==> config.mk <==
export PLATFORM = sky130hd
export DESIGN_NAME = poison_tracker
export DESIGN_NICKNAME = d
export VERILOG_FILES = /design/src/rtl/poison_tracker.sv
export SDC_FILE = /design/constraint.sdc
export NUM_CORES = 1
export LEC_CHECK = 0
export ABC_AREA = 1
export BUFFER_PORTS_ARGS = -buffer_cell sky130_fd_sc_hd__buf_2
export CELL_PAD_IN_SITES_DETAIL_PLACEMENT = 0
export CELL_PAD_IN_SITES_GLOBAL_PLACEMENT = 1
export CORE_MARGIN = 10
export CORE_UTILIZATION = 37
export CTS_CLUSTER_SIZE = 10
export DETAILED_ROUTE_END_ITERATION = 8
export PLACE_DENSITY = 0.86
export SKIP_CTS_REPAIR_TIMING = 1
export SLEW_MARGIN = 20
export SYNTH_ARGS = -nofsm -noshare
export SYNTH_HDL_FRONTEND = slang
export SYNTH_SLANG_ARGS = --single-unit
==> constraint.sdc <==
create_clock -name clk -period 4.56 [get_ports clk]
set_clock_uncertainty 0.05 [all_clocks]
set_input_delay 0 -clock clk [delete_from_list [all_inputs] [get_ports clk]]
set_output_delay 0 -clock clk [all_outputs]
set_load 0.02 [all_outputs]
==> src/rtl/poison_tracker.sv <==
module poison_tracker #(
  parameter int NREG   = 32,
  parameter int ADDR_W = 32,
  parameter int REG_W  = $clog2(NREG)
) (
  input  logic              clk,
  input  logic              rst_n,
  input  logic              op_valid,
  input  logic [2:0]        op_kind,
  input  logic [REG_W-1:0]  src_a,
  input  logic [REG_W-1:0]  src_b,
  input  logic [REG_W-1:0]  dst,
  input  logic              op_fault,
  input  logic [ADDR_W-1:0] recov_target,
  output logic              trap_o,
  output logic              redirect_o,
  output logic [ADDR_W-1:0] redirect_addr_o
);
  localparam logic [2:0] K_ALU = 3'd1, K_LD = 3'd2, K_SLD = 3'd3, K_CHK = 3'd4;

  logic [NREG-1:0] poison_q;
  logic            wr_en, wr_val;

  wire pa = poison_q[src_a];
  wire pb = poison_q[src_b];

  always_comb begin
    wr_en      = 1'b0;
    wr_val     = 1'b0;
    trap_o     = 1'b0;
    redirect_o = 1'b0;
    if (op_valid) begin
      case (op_kind)
        K_ALU: begin
          wr_en  = 1'b1;
          wr_val = pa | pb;
          trap_o = op_fault & ~(pa | pb);
        end
        K_LD: begin
          if (pa) begin
            wr_en  = 1'b1;
            wr_val = 1'b1;
          end else if (op_fault) begin
            trap_o = 1'b1;
          end else begin
            wr_en = 1'b1;
          end
        end
        K_SLD: begin
          wr_en  = 1'b1;
          wr_val = op_fault | pa;
        end
        K_CHK: redirect_o = pa;
        default: ;
      endcase
    end
  end

  assign redirect_addr_o = redirect_o ? recov_target : '0;

  always_ff @(posedge clk) begin
    if (!rst_n)
      poison_q <= '0;
    else if (wr_en && dst != '0)
      poison_q[dst] <= wr_val;
  end
endmodule

## After elaboration in Yosys (flattened, before gate mapping)

Cells that the tools add are included.

- Magnitude comparators: 4
- Eq/ne operators: 4
- Muxes and demuxes: 21
- Bitwise logic cells: 4
- Reductions and logical operators: 4

Operators by type and width:

| cell | number |
|---|---|
| 32-bit bitwise mux | 1 |
| 32-bit 2-to-1 mux | 1 |
| 5-bit by 6-bit less-than comparator with 1-bit output, second input constant | 3 |
| 1-bit 2-to-1 mux | 13 |
| 1-bit binary-select mux with 5-bit select | 2 |
| 3-bit by 2-bit equality test with 1-bit output, second input constant | 2 |
| 1-bit demux with 5-bit select | 1 |
| 5-bit by 1-bit >= comparator with 1-bit output, second input constant | 1 |
| 5-bit nonzero test | 1 |
| 1-bit one-hot mux with 2 select lines | 2 |
| 3-bit by 1-bit equality test with 1-bit output, second input constant | 1 |
| 3-bit equality test, second input constant | 1 |
| 1-bit one-hot mux with 3 select lines | 1 |
| 1-bit logical AND | 2 |
| 1-bit OR | 2 |
| 2-bit OR reduction | 1 |
| 1-bit bitwise AND | 1 |
| 1-bit NOT | 1 |

- Register bits after elaboration: 32
- Bits of input ports: 54
- Output and inout port bits: 34
- Word-level logic and storage cells: 38

## Logic depth before layout (Yosys ltp)

- Word-level depth: 7
- Gate-level depth with buffers: 18
- Depth with buffers taken out: 15

## Worst setup path before layout

No wires, ideal clock.

- Path type: reg2out
- Start: register poison_q[5]
- End: output port redirect_addr_o[10]
- Arrival: 1.680 ns
- Data required time: 4.510 ns
- Setup slack: 2.830 ns
- Cell stages (with the launch flop): 12
- Cell sequence: dfxtp_1 -> nand2_1 -> nand3_1 -> nand3_1 -> nand2_1 -> nand2_1 -> nand3_2 -> nand2_4 -> nor4_4 -> inv_1 -> buf_2 -> nor2_1

- Word-level cells in the longest chain between the ends: 5

Ends and longest elaborated chain:

| element | RTL line | source |
|---|---|---|
| from (decl) | 21 | `logic [NREG-1:0] poison_q;` |
| from (signal, indexed assignment) | 65 | `poison_q[dst] <= wr_val;` |
| 1-bit binary-select mux with 5-bit select | 24 | `wire pa = poison_q[src_a];` |
| 1-bit 2-to-1 mux (implied by the code) | 24 |  |
| 1-bit 2-to-1 mux | 33 | `case (op_kind)` |
| 1-bit 2-to-1 mux | 32 | `if (op_valid) begin` |
| net redirect_o | 16 | `output logic redirect_o,` |
| 32-bit 2-to-1 mux | 59 | `assign redirect_addr_o = redirect_o ? recov_target : '0;` |
| to (decl) | 17 | `output logic [ADDR_W-1:0] redirect_addr_o` |

The timed path passes the listed nets, and every way through them passes these cells. The select of a mux whose other input is x is not followed.

## Final worst setup path

- Start: register poison_q[29]
- End: output port redirect_addr_o[27]

- Word-level cells in the longest chain between the ends: 5

Ends and longest elaborated chain:

| element | RTL line |
|---|---|
| 1-bit binary-select mux with 5-bit select | 24 |
| 1-bit 2-to-1 mux (implied by the code) | 24 |
| 1-bit 2-to-1 mux | 33 |
| 1-bit 2-to-1 mux | 32 |
| 32-bit 2-to-1 mux | 59 |

Every way passes these cells. The select of a mux whose other input is x is not followed.

==> impl_metrics.env <==
export IMPL_multi_input_area_mm2=0.00175
export IMPL_routed_wl_mm=8.78
export IMPL_startpoint_type="flip-flop"
export IMPL_totalNegativeSetupSlack_ps=0
export IMPL_status="finished, final reports clean"
export IMPL_synth_area_leaders="dfxtp_1 (22%), nand2_1 (17%), nor2_1 (17%)"
export IMPL_grt_max_degree=33
export IMPL_dieHeight_um=108
export IMPL_antenna_found_initial=0
export IMPL_layout_commonest_cell="nand2_1"
export IMPL_die_width_um=108
export IMPL_row_count=32
export IMPL_cts_buffers=5
export IMPL_grt_ovfl_total=0
export IMPL_syn_nets=564
export IMPL_cts_max_level=2
export IMPL_firstDrtPassIters=4
export IMPL_grt_pass1_wl_mm=14.2
export IMPL_crit_arrival_ps=2190
export IMPL_crit_required_ps=4510
export IMPL_slew_viol_final=0
export IMPL_nets=637
export IMPL_hold_violations=0
export IMPL_yosys_area_top_type="dfxtp_1"
export IMPL_drc=0
export IMPL_ys_ff_latch=32
export IMPL_ioPinCount=88
export IMPL_grt_pass1_vias=2882
export IMPL_endpoint_kind="output port"
export IMPL_cellLeakagePower_nw=1.86
export IMPL_fin_crit_sh=0.491
export IMPL_period_needed_ps=2240
export IMPL_dp_hpwl_mm=6.80
export IMPL_clock_path_buffers=2
export IMPL_hp_start="rst_n"
export IMPL_p_per_area_mw_per_mm2=206
export IMPL_drtIter0Drc=244
export IMPL_hold_path_end="poison_q[23]"
export IMPL_use_met3=0.0482
export IMPL_root_buffer="clkbuf_8"
export IMPL_start_util=0.377
export IMPL_grt_use_met2=0.216
export IMPL_ir_drop_mv=0.148
export IMPL_final_cell_area_mm2=0.00338
export IMPL_ys_types=21
export IMPL_setup_viol=0
export IMPL_regToRegStartpoint="poison_q[12]"
export IMPL_clock_fmax_ghz=0.447
export IMPL_critPathSlowestCell="inv_1"
export IMPL_rsz0062_at_grt="no"
export IMPL_maxSlewHeadroom=0.431
export IMPL_rrSetupSlack_ps=2430
export IMPL_drive_gt1_frac=0.235
export IMPL_crit_path_frequent_cell="nand2_1"
export IMPL_regMostFlops="poison_q"
export IMPL_maxCapViolations=0
export IMPL_criticalPathCategory="reg -> out"
export IMPL_largest_register_ffs=32
export IMPL_final_cell_mix="nand2_1 (134), nor2_1 (127), buf_2 (87)"
export IMPL_routedWlPerCell_um=12.8
export IMPL_critical_path_max_fanout=32
export IMPL_routabilityCongestion=0.844
export IMPL_placed_cell_area_mm2=0.00328
export IMPL_path_clk_slew_ps=70
export IMPL_viasPerCell=4.64
export IMPL_grt_busiest_layer="met2"
export IMPL_worst_slack_ps=2320
export IMPL_port_buffers=87
export IMPL_cts_tree="yes"
export IMPL_nFillCells=846
export IMPL_syn2layout_area_growth_pct=17.2
export IMPL_avgSynthCellArea_um2=5.66
export IMPL_die_area_mm2=0.0117
export IMPL_max_stage_delay_ps=400
export IMPL_pre_cts_ws_ps=2370
export IMPL_synth_top_cell_area_share=0.222
export IMPL_antennaDiodeCount=0
export IMPL_reg_top3="poison_q (32)"
export IMPL_clock_latency_ps=290
export IMPL_path_cells="nand2_1, nand3_1, nand3_1, nand2_1, nand2_1, nand3_2, nand2_4, nor4_4, inv_1, nor2_1, buf_2"
export IMPL_ys_seq_area_frac=0.222
export IMPL_clock_sinks=32
export IMPL_drtAntennaViolNets=0
export IMPL_via_count=3186
export IMPL_grt_usage=0.146
export IMPL_worst_pin_slew_ps=852
export IMPL_syn_cell_area_mm2=0.00289
export IMPL_rr_endpoint="poison_q[4]"
export IMPL_use_met1=0.198
export IMPL_register_area_um2=641
export IMPL_yosysWarnings=0
export IMPL_coreArea_mm2=0.00765
export IMPL_r2r_cells=12
export IMPL_synthCells=510
export IMPL_hold_depth=3
export IMPL_hold_class="in -> reg"
[report_power, final]
group	internal, mW	switching (mW)
sequential	0.281	0.00148
clock	0.162	0.110
combinational	0.0442	0.0977
total	0.487	0.209
[worst max-delay path, delay by kind of cell (launching register included)]
family                 cells  cell delay, ps
AND/OR/NAND/NOR            9             940
flip-flops                 1             380
buffers and inverters      2             590
[metrics by stage]
stage                     hold slack [ps]   util  cells  power [mW]
after floorplan                      69.4      -    510       0.393
after global placement                260  0.428    678       0.430
after detailed placement              262  0.428    678       0.431
after CTS                             178  0.442    686       0.699
after global routing                  209  0.442    686       0.735
final                                 180  0.442    686       0.696
[layer usage]
metal  part of all wire  up-vias
met5                  0        -
met4              0.015        0
met3               0.11       14
met2               0.41      129
met1               0.46     1359
li1                   -     1684
[final cells by class]
| type | instances | area share |
|---|---|---|
| multi-input combinational | 373 | 0.516 |
| sequential | 32 | 0.189 |
| timing repair buffer | 88 | 0.131 |
| inverter | 83 | 0.0943 |
| tap | 102 | 0.0377 |
| clock buffer | 6 | 0.0214 |
| clock inverter | 2 | 0.0104 |
[cells by family after synthesis]
| kind of cell | Yosys count | synth area share |
|---|---|---|
| simple gates | 349 | 0.559 |
| buf+inv | 105 | 0.173 |
| flops | 32 | 0.222 |
| compound gates | 24 | 0.0455 |
[worst max-delay path by stage]
stage,to,cells after the start,slack [ps],from
after floorplan,redirect_addr_o[10],11,2830,poison_q[5]
after detailed placement,poison_q[4],13,2370,src_a[1]
after CTS,redirect_addr_o[16],11,2270,poison_q[29]
after global placement,poison_q[15],13,2400,src_a[1]
final,redirect_addr_o[27],11,2320,poison_q[29]
after global routing,redirect_addr_o[1],11,2050,poison_q[29]
[cell usage after synthesis]
| cell type | instances |
|---|---|
| a21oi_1 | 12 |
| a21oi_4 | 1 |
| buf_2 | 9 |
| buf_4 | 3 |
| buf_6 | 7 |
| buf_8 | 2 |
| clkbuf_2 | 1 |
| dfxtp_1 | 32 |
| inv_1 | 81 |
| inv_2 | 1 |
| inv_8 | 1 |
| nand2_1 | 134 |
| nand2_2 | 3 |
| nand2_4 | 2 |
| nand3_1 | 48 |
| nand3_2 | 32 |
| nor2_1 | 127 |
| nor3_1 | 1 |
| nor4_4 | 1 |
| o21ai_0 | 11 |
| or2_2 | 1 |
Power figures use the tool's default switching activity.
